### src/rtl/iowin_pkg.sv
package iowin_pkg;

    typedef enum logic [1:0] {
        ST_IDLE   = 2'd0,
        ST_FETCH  = 2'd1,
        ST_COMMIT = 2'd2,
        ST_READ   = 2'd3
    } iowin_state_e;

    typedef enum logic [1:0] {
        TGT_CORE = 2'd0,
        TGT_DMA  = 2'd1,
        TGT_CTRL = 2'd2,
        TGT_NONE = 2'd3
    } iowin_tgt_e;

endpackage

### src/rtl/iowin_region_map.sv
module iowin_region_map #(
    parameter  int ADDR_W   = 7,
    parameter  int OFF_W    = 2,
    parameter  int CORE_END = 64,
    parameter  int DMA_BEG  = 64,
    parameter  int DMA_END  = 96,
    parameter  int CTRL_AT  = 112,
    localparam int IDX_W    = ADDR_W - OFF_W
) (
    input  logic [ADDR_W-1:0] addr,
    output logic              hit,
    output logic [1:0]        sel,
    output logic [IDX_W-1:0]  idx
);
    import iowin_pkg::*;

    int unsigned word_addr;

    // Region decisions are made on the word-aligned address only
    assign word_addr = 32'({addr[ADDR_W-1:OFF_W], {OFF_W{1'b0}}});

    always_comb begin
        hit = 1'b0;
        sel = TGT_NONE;
        idx = '0;
        if (word_addr < CORE_END) begin
            hit = 1'b1;
            sel = TGT_CORE;
            idx = IDX_W'(word_addr >> OFF_W);
        end else if (word_addr >= DMA_BEG && word_addr < DMA_END) begin
            hit = 1'b1;
            sel = TGT_DMA;
            idx = IDX_W'((word_addr - DMA_BEG) >> OFF_W);
        end else if (word_addr == CTRL_AT) begin
            hit = 1'b1;
            sel = TGT_CTRL;
        end
    end

endmodule

### src/rtl/iowin_lane_unit.sv
module iowin_lane_unit #(
    parameter  int DATA_W = 32,
    localparam int LANES  = DATA_W / 8,
    localparam int OFF_W  = $clog2(LANES)
) (
    input  logic [OFF_W-1:0]  off,
    input  logic [1:0]        size,
    input  logic [DATA_W-1:0] wdata,
    input  logic [DATA_W-1:0] cur,
    output logic [DATA_W-1:0] bitmask,
    output logic [DATA_W-1:0] merged,
    output logic [DATA_W-1:0] rdalign
);
    logic [LANES-1:0]  size_lanes;
    logic [LANES-1:0]  lanes;
    logic [DATA_W-1:0] size_bits;

    always_comb begin
        case (size)
            2'd0:    size_lanes = LANES'(1);
            2'd1:    size_lanes = LANES'(3);
            default: size_lanes = '1;
        endcase
    end

    // Left shift drops lanes past the word: boundary truncation
    assign lanes = size_lanes << off;

    for (genvar g = 0; g < LANES; g++) begin : g_lane
        assign bitmask[8*g +: 8]   = {8{lanes[g]}};
        assign size_bits[8*g +: 8] = {8{size_lanes[g]}};
    end

    assign merged  = (cur & ~bitmask) | ((wdata << {off, 3'b000}) & bitmask);
    assign rdalign = (cur >> {off, 3'b000}) & size_bits;

endmodule

### src/rtl/io_window_decoder.sv
module io_window_decoder #(
    parameter  int ADDR_W   = 7,
    parameter  int DATA_W   = 32,
    parameter  int CORE_END = 64,
    parameter  int DMA_BEG  = 64,
    parameter  int DMA_END  = 96,
    parameter  int CTRL_AT  = 112,
    localparam int OFF_W    = $clog2(DATA_W / 8),
    localparam int IDX_W    = ADDR_W - OFF_W
) (
    input  logic              clk,
    input  logic              rst_n,
    input  logic              req_valid,
    output logic              req_ready,
    input  logic              req_write,
    input  logic [ADDR_W-1:0] req_addr,
    input  logic [1:0]        req_size,
    input  logic [DATA_W-1:0] req_wdata,
    output logic              rsp_valid,
    output logic [DATA_W-1:0] rsp_rdata,
    output logic [1:0]        tgt_sel,
    output logic [IDX_W-1:0]  tgt_idx,
    output logic              tgt_rd_en,
    output logic              tgt_wr_en,
    output logic [DATA_W-1:0] tgt_wdata,
    input  logic [DATA_W-1:0] tgt_rdata
);
    import iowin_pkg::*;

    iowin_state_e      state_q, state_d;
    logic [ADDR_W-1:0] lat_addr;
    logic [1:0]        lat_size;
    logic [DATA_W-1:0] lat_wdata;
    logic [DATA_W-1:0] wbuf_q;
    logic [DATA_W-1:0] rsp_q;
    logic              rsp_valid_q;

    logic [ADDR_W-1:0] map_addr;
    logic              acc_hit;
    logic              acc_full;
    logic [1:0]        map_sel;
    logic [IDX_W-1:0]  map_idx;
    logic [DATA_W-1:0] lane_bits;
    logic [DATA_W-1:0] merged;
    logic [DATA_W-1:0] rdalign;

    // Decode the live request while idle, the held request otherwise
    assign map_addr = (state_q == ST_IDLE) ? req_addr : lat_addr;
    assign acc_full = req_size[1] && (req_addr[OFF_W-1:0] == '0);

    iowin_region_map #(
        .ADDR_W(ADDR_W), .OFF_W(OFF_W), .CORE_END(CORE_END),
        .DMA_BEG(DMA_BEG), .DMA_END(DMA_END), .CTRL_AT(CTRL_AT)
    ) u_map (
        .addr(map_addr),
        .hit (acc_hit),
        .sel (map_sel),
        .idx (map_idx)
    );

    iowin_lane_unit #(.DATA_W(DATA_W)) u_lane (
        .off    (lat_addr[OFF_W-1:0]),
        .size   (lat_size),
        .wdata  (lat_wdata),
        .cur    (tgt_rdata),
        .bitmask(lane_bits),
        .merged (merged),
        .rdalign(rdalign)
    );

    always_comb begin
        state_d = state_q;
        unique case (state_q)
            ST_IDLE: begin
                if (req_valid) begin
                    if (!req_write)    state_d = ST_READ;
                    else if (!acc_hit) state_d = ST_IDLE;
                    else if (acc_full) state_d = ST_COMMIT;
                    else               state_d = ST_FETCH;
                end
            end
            ST_FETCH:  state_d = ST_COMMIT;
            ST_COMMIT: state_d = ST_IDLE;
            ST_READ:   state_d = ST_IDLE;
        endcase
    end

    always_ff @(posedge clk or negedge rst_n) begin
        if (!rst_n) state_q <= ST_IDLE;
        else        state_q <= state_d;
    end

    always_ff @(posedge clk or negedge rst_n) begin
        if (!rst_n) begin
            lat_addr    <= '0;
            lat_size    <= '0;
            lat_wdata   <= '0;
            wbuf_q      <= '0;
            rsp_q       <= '0;
            rsp_valid_q <= 1'b0;
        end else begin
            rsp_valid_q <= (state_q == ST_READ);
            if (state_q == ST_IDLE && req_valid) begin
                lat_addr  <= req_addr;
                lat_size  <= req_size;
                lat_wdata <= req_wdata;
                wbuf_q    <= req_wdata;
            end
            if (state_q == ST_FETCH) wbuf_q <= merged;
            if (state_q == ST_READ)  rsp_q  <= acc_hit ? rdalign : '0;
        end
    end

    always_comb begin
        req_ready = (state_q == ST_IDLE);
        tgt_rd_en = (state_q == ST_FETCH || state_q == ST_READ) && acc_hit;
        tgt_wr_en = (state_q == ST_COMMIT);
        tgt_wdata = wbuf_q;
        tgt_sel   = map_sel;
        tgt_idx   = map_idx;
        rsp_valid = rsp_valid_q;
        rsp_rdata = rsp_q;
    end

endmodule

### config.mk
export PLATFORM = sky130hd
export DESIGN_NAME = io_window_decoder
export DESIGN_NICKNAME = d
export VERILOG_FILES = /design/src/rtl/iowin_pkg.sv /design/src/rtl/iowin_region_map.sv /design/src/rtl/iowin_lane_unit.sv /design/src/rtl/io_window_decoder.sv
export SDC_FILE = /design/constraint.sdc
export NUM_CORES = 1
export LEC_CHECK = 0
export ABC_AREA = 1
export CAP_MARGIN = 20
export CORE_MARGIN = 8
export CORE_UTILIZATION = 40
export DETAILED_ROUTE_END_ITERATION = 10
export GPL_TIMING_DRIVEN = 0
export PLACE_DENSITY = 0.68
export SYNTH_ARGS = -nofsm -noshare
export SYNTH_HDL_FRONTEND = slang
export SYNTH_SLANG_ARGS = --single-unit
### constraint.sdc
create_clock -name clk -period 1.6 [get_ports clk]
set_input_delay 0.16 -clock clk [delete_from_list [all_inputs] [get_ports clk]]
set_output_delay 0.16 -clock clk [all_outputs]
set_load 0.02 [all_outputs]
==> results_dict.tcl, run 1 <==
set metrics [dict create \
    clock_skew_ns 0.00798 \
    wl_per_cell_um 19.6 \
    grt_pass1_wl_um 32100 \
    cap_viol_max_count 0 \
    async_reset_ff_share_pct 100 \
    arrival_ns 2.08 \
    gr-usage-met2_pct 36.4 \
    synth_area_leaders "dfrtp_1 (47%), nand2_1 (18%), o21ai_0 (6.9%), nand3_1 (4.3%), inv_1 (4.0%)" \
    start_kind "register" \
    yosys-top-cells-count "nand2_1 (275), dfrtp_1 (108), o21ai_0 (78)" \
    core_region_area_um2 13900 \
    start_util_pct 41.0 \
    clock_latency_ns 0.36 \
    cts_buffers 9 \
    syn-cell-area_um2 5700 \
    yosys_warnings 0 \
    rsz0062_at_grt "true" \
    synth_largest_area_cell "dfrtp_1" \
    cts_tree "yes" \
    fin_crit_sh_pct 116 \
    synth-seq-cells 108 \
    die_x_um 135 \
    drive_above_1_share_pct 28.0 \
    p_leak_nw 4.46 \
    htreeDepth 3 \
    grtUsageMet3_pct 4.19 \
    dr.pass1.iters 6 \
    fin_ws_ns -0.256 \
    dr_total_vias 6066 \
    r2r_cells 11 \
    fin_tns_setup_ns -13.80 \
    grt_overflow 0 \
    drv_slew 0 \
    grt_pass1_vias 5856 \
    grt_max_degree 71 \
    crit_path_max_fanout 5 \
    ios 152 \
    syn-num-nets 834 \
    clkSinkCount 108 \
    syn_area_per_cell_um2 7.53 \
    antennaDiodeCount 0 \
    drtAntennaViolNets 0 \
    top_usage_layer "met2" \
    clk_pin_slew_ns 0.07 \
    worstSetupPathType "reg -> reg" \
    worst_ep_required_time_ns 1.82 \
    placed_area_um2 7450 \
    synth_edf_count 0 \
    power.total_mw 20.8 \
    hold_violations 0 \
    hpwl_um 15500 \
    synth.distinct_cells 30 \
    fin_area_um2 9160 \
    clockBufferDepth 2 \
    portBuffers 150 \
    synth_top_area_share_pct 47.4 \
    fp-row-count 43 \
    whs_ns 0.334 \
    critPathCaptureType "register" \
    syn_inst 757 \
    synth-seq-area-share_pct 47.4 \
    finalCriticalPeriod_ns 1.86 \
    grt_usage_pct 22.5 \
    status "finished, violations left" \
    fmax_ghz 0.539 \
    fill_cells 1121 \
    setup_viol 107 \
    num-nets-final 1035 \
    viasPerCell 5.31 \
    slew_headroom_pct 63.1 \
    area_growth_pct 60.8 \
    dieArea_um2 18300 \
    gr-usage-met1_pct 29.6 \
    violations "setup timing" \
    post-place-ws_ns -0.425 \
    gp_congestion 0.935 \
    drt_iter0_markers 562 \
    remaining_drc_errors 0 \
    synth_most_common_cell "nand2_1" \
    hp-class "in -> async" \
    ir_drop_mv 1.28 \
    pwr_density_cell_nw_per_um2 2270 \
    tightest_slew_ns 0.554 \
    die_h_um 135 \
    antenna_found_initial 0 \
    wl_um 22400 \
    cts_root_buf "clkbuf_16" \
    ys.flop_type "dfrtp_1" \
]
-- per-stage QoR --
step           cells  util [%]
6_report        1142      66.0
5_1_grt         1142      66.0
4_1_cts         1126      59.9
3_5_place_dp    1088      53.7
3_3_place_gp    1087      53.5
2_1_floorplan    757         -
-- power by group --
group	total, mW	internal, mW	leakage, nW	switching [mW]
registers	5.09	4.05	1.35	1.04
logic	13.3	5.75	2.96	7.58
clock network	2.38	1.36	0.148	1.02
total	20.8	11.2	4.46	9.64
-- worst max-delay path, cell delays in order, from the launching register on --
cell,delay [ns]
dfrtp_2,0.47
nor2_4,0.24
buf_6,0.15
buf_6,0.09
buf_6,0.10
nand2_8,0.07
clkinv_8,0.08
nor2_4,0.05
buf_12,0.14
buf_6,0.13
a21boi_2,0.12
nand2_1,0.07
-- cell families after synthesis --
| logic type | count (synthesis) | synth area share (%) |
|---|---|---|
| AND/OR/NAND/NOR | 381 | 28.4 |
| AO/OA/AOI/OAI | 161 | 16.2 |
| buffers and inverters | 106 | 7.88 |
| other | 1 | 0.0658 |
| flip-flops | 108 | 47.4 |
-- metal layers --
layer / wire length [µm] / share of wire [%] / vias to the layer above
li1: - / - / 2835
met1: 9060 / 40 / 2887
met2: 10700 / 48 / 295
met3: 1890 / 8.4 / 49
met4: 781 / 3.5 / 0
met5: 0 / 0 / -
-- path summary, 6_finish.rpt --
check | start | endpoint | slack [ns]
worst max-delay path | state_q[0] | tgt_wdata[26] | -0.26
worst min-delay path | rst_n | tgt_wdata[19] | 0.33
worst max register to register | state_q[0] | tgt_wdata[26] | -0.26
worst min register to register | rsp_rdata[1] | rsp_rdata[1] | 0.48
max in group asynchronous | rst_n | state_q[1] | 0.53
min in group clk | req_wdata[28] | lat_wdata[28] | 0.36
-- final cells by class --
cell class / instances / area (µm²) / share of cell area (%)
Sequential cell: 108 / 2710 / 29.5
Buffer: 40 / 342 / 3.73
Inverter: 66 / 263 / 2.87
Clock inverter: 5 / 77.6 / 0.847
Timing Repair Buffer: 190 / 2070 / 22.6
Clock buffer: 10 / 229 / 2.50
Tap cell: 180 / 225 / 2.46
Multi-Input combinational cell: 543 / 3250 / 35.5
-- placed cells by master, fill, tap and decap left out, types with 16 or more instances in the layout --
cell             Yosys  routed
nand2_2              5      42
dfrtp_1            108     106
clkdlybuf4s50_1      0     140
nand2_4              4      40
a21oi_1             38      30
nand3_1             49      20
o21ai_0             78      56
buf_4                3      21
o211ai_1            16      16
buf_6                1      21
nor2_1              37      35
o21ai_2              9      21
inv_1               60      59
nand3_2              0      28
nand2_1            275     200
-- state kept, by name, indices dropped and copies added, names as in the netlist --
name       flops
rsp_rdata     32
state_q        2
lat_size       2
lat_wdata     32
rsp_valid      1
tgt_wdata     32
lat_addr       7
-- what timing repair did --
item / in CTS / in global routing
buffers inserted: 18 / 11
pin swaps: 13 / 26
endpoints found under the setup margin: 75 / 107
cloned: 4 / 7
endpoints found under the hold margin: 38 / 0
hold buffers: 1 / 0
resized for setup: 155 / 196
No activity file was read; power rests on OpenSTA's default activity.
==> inputs of run 2 (changes only) <==
Settings changed: ABC_AREA 1 to default, SKIP_CTS_REPAIR_TIMING from default to 1.
==> run 2 against run 1 <==
Net effect: the run still ends with setup timing left; combinational power fell by 41%; final cell count fell by 15%; critical path depth fell by 5; total power fell by 29%; largest power group unchanged.
==> results_dict.tcl, run 2 <==
set metrics [dict create \
    remaining_drc_errors 0 \
    synth-seq-area-share_pct 48.1 \
    clk_pin_slew_ns 0.07 \
    pwr-share-comb_pct 53.3 \
    final_common_cell "nand2_1" \
    grt_pass1_wl_um 32000 \
    cap_viol_max_count 0 \
    cts_tree "yes" \
    num-nets-final 860 \
    clock_skew_ns 0.00611 \
    syn-cell-area_um2 5620 \
    cts_buffers 9 \
    final_cell_mix "nand2_1 (155), clkdlybuf4s50_1 (139), dfrtp_1 (108)" \
    fin_crit_sh_pct 117 \
    pwr-share-seq_pct 31.6 \
    htreeDepth 3 \
    pwr_density_cell_nw_per_um2 1710 \
    grt_overflow 0 \
    rsz0062_at_grt "true" \
    viasPerCell 5.79 \
    antenna_found_initial 0 \
    finalCriticalPeriod_ns 1.88 \
    synth-seq-cells 108 \
    synth_edf_count 0 \
    grt_usage_pct 22.8 \
    drv_slew 0 \
    whs_ns 0.370 \
    drt_iter0_markers 607 \
    hp-class "in -> async" \
    syn-num-nets 664 \
    dr_total_vias 5606 \
    dieArea_um2 18100 \
    cts_root_buf "clkbuf_16" \
    crit_path_max_fanout 6 \
    critPathCaptureType "output pin" \
    r2r_slack_ns -0.25 \
    status "finished, violations left" \
    start_kind "register" \
    antennaDiodeCount 0 \
    die_h_um 135 \
    syn_area_per_cell_um2 9.57 \
    r2r_start "state_q[1]" \
    yosys_warnings 0 \
    drtAntennaViolNets 0 \
    wl_per_cell_um 22.6 \
    setup_viol 57 \
    drive_above_1_share_pct 20.9 \
    core_region_area_um2 13800 \
    arrival_ns 1.72 \
    netSwitchingFraction_pct 40.5 \
    p_leak_nw 3.81 \
    synth_most_common_cell "nand2_1" \
    ios 152 \
    async_reset_ff_share_pct 100 \
    dr.pass1.iters 5 \
    clockBufferDepth 2 \
    violations "setup timing" \
    clock_latency_ns 0.36 \
    worstSetupPathType "reg -> out" \
    gp_congestion 0.876 \
    r2r_cells 7 \
    synth_area_leaders "dfrtp_1 (48%), nand2_1 (11%), mux2i_1 (8.6%), a22o_1 (2.5%), o21ai_0 (2.0%)" \
    hpwl_um 16000 \
    switching_power_mw 6.01 \
    synth_top_area_share_pct 48.1 \
    ir_drop_mv 0.866 \
    tightest_slew_ns 0.681 \
    post-place-ws_ns -0.602 \
    ys.flop_type "dfrtp_1" \
    r2r_end "rsp_rdata[6]" \
    syn_inst 587 \
    portBuffers 150 \
    fp-row-count 43 \
    crit_start "state_q[0]" \
    p_clk_share_pct 15.1 \
    hold_violations 0 \
    area_growth_pct 54.0 \
    synth_largest_area_cell "dfrtp_1" \
    wl_um 21900 \
    yosys-top-cells-count "nand2_1 (161), dfrtp_1 (108), mux2i_1 (48)" \
    synth.distinct_cells 46 \
    grt_max_degree 60 \
    grt_pass1_vias 5472 \
    fin_ws_ns -0.277 \
    internal-power_mw 8.82 \
    die_x_um 135 \
    worst_ep_required_time_ns 1.44 \
    clkSinkCount 108 \
    fmax_ghz 0.533 \
    endpoint "tgt_sel[0]" \
    slew_headroom_pct 54.6 \
    start_util_pct 40.6 \
]
[run 2: cell types whose count changed in the layout (fill, tap and decap cells not counted), sizes merged, moves of 10 or more]
cell	change
inv	-53
nand3	-49
a22o	+16
a21oi	-18
o22ai	+17
mux2i	+48
nand2	-124
o21ai	-67
nor2b	+10
a211oi	+10
nor2	-20
[run 2: worst min path at each step]
stage / from / to / depth (start not counted)
CTS: rst_n / lat_wdata[0] / 1
global route: req_wdata[19] / lat_wdata[19] / 3
detailed placement: rst_n / tgt_wdata[4] / 1
floorplan: rst_n / lat_addr[0] / 0
global placement: lat_wdata[24] / lat_wdata[24] / 2
finish: rst_n / tgt_wdata[0] / 2
[run 2: final cells by class]
type	instances	area, µm²
timing repair buffer	187	1930
tap	180	225
fill	1117	5170
multi-input combinational	422	3010
clock inverter	5	52.6
sequential	108	2700
clock buffer	11	233
inverter	13	65.1
buffer	42	437
[run 2: cell families (layout without fill, tap and decap cells)]
family / count (synthesis) / after routing / share of synthesized area, %
flip-flops: 108 / 108 / 48.1
AND/OR/NAND/NOR: 208 / 208 / 16.2
AO/OA/AOI/OAI: 157 / 157 / 20.4
other: 1 / 1 / 0.0667
multiplexers: 56 / 56 / 10.2
buffers and inverters: 57 / 258 / 5.14
[run 2: worst max-delay path: stages (launching register included)]
cell	delay, ns
dfrtp_1	0.38
buf_6	0.14
nand4bb_4	0.26
nand2_4	0.13
nand2_2	0.06
a31o_2	0.26
buf_6	0.13
[run 2: metrics by stage]
| step | power, mW | utilization, % | instance area [µm²] | TNS [ns] | std cells |
|---|---|---|---|---|---|
| floorplan | 8.19 | - | 5620 | 0 | 587 |
| global placement | 11.0 | 53.1 | 7350 | -416.56 | 917 |
| detailed placement | 11.2 | 53.3 | 7370 | -23.89 | 918 |
| CTS | 13.4 | 55.4 | 7660 | -16.08 | 934 |
| global route | 15.5 | 62.6 | 8650 | -9.74 | 968 |
| finish | 14.8 | 62.6 | 8650 | -5.24 | 968 |
[run 2: per-layer routing]
layer  GRT usage, %  up-vias  share of wire (%)  wire length [µm]
li1               -     2505                  -                 -
met1           29.8     2763                 42              9280
met2           35.7      287                 46             10200
met3           4.79       51                8.3              1810
met4           10.1        0                3.0               667
met5              0        -                  0                 0
[run 2: power groups by stage]
stage	clock network [mW]	logic [mW]	registers (mW)
2_1_floorplan	0	2.88	5.31
3_5_place_dp	0	6.53	4.65
5_1_grt	2.36	8.37	4.80
4_1_cts	2.25	6.56	4.62
6_report	2.24	7.91	4.68
3_3_place_gp	0	6.42	4.61
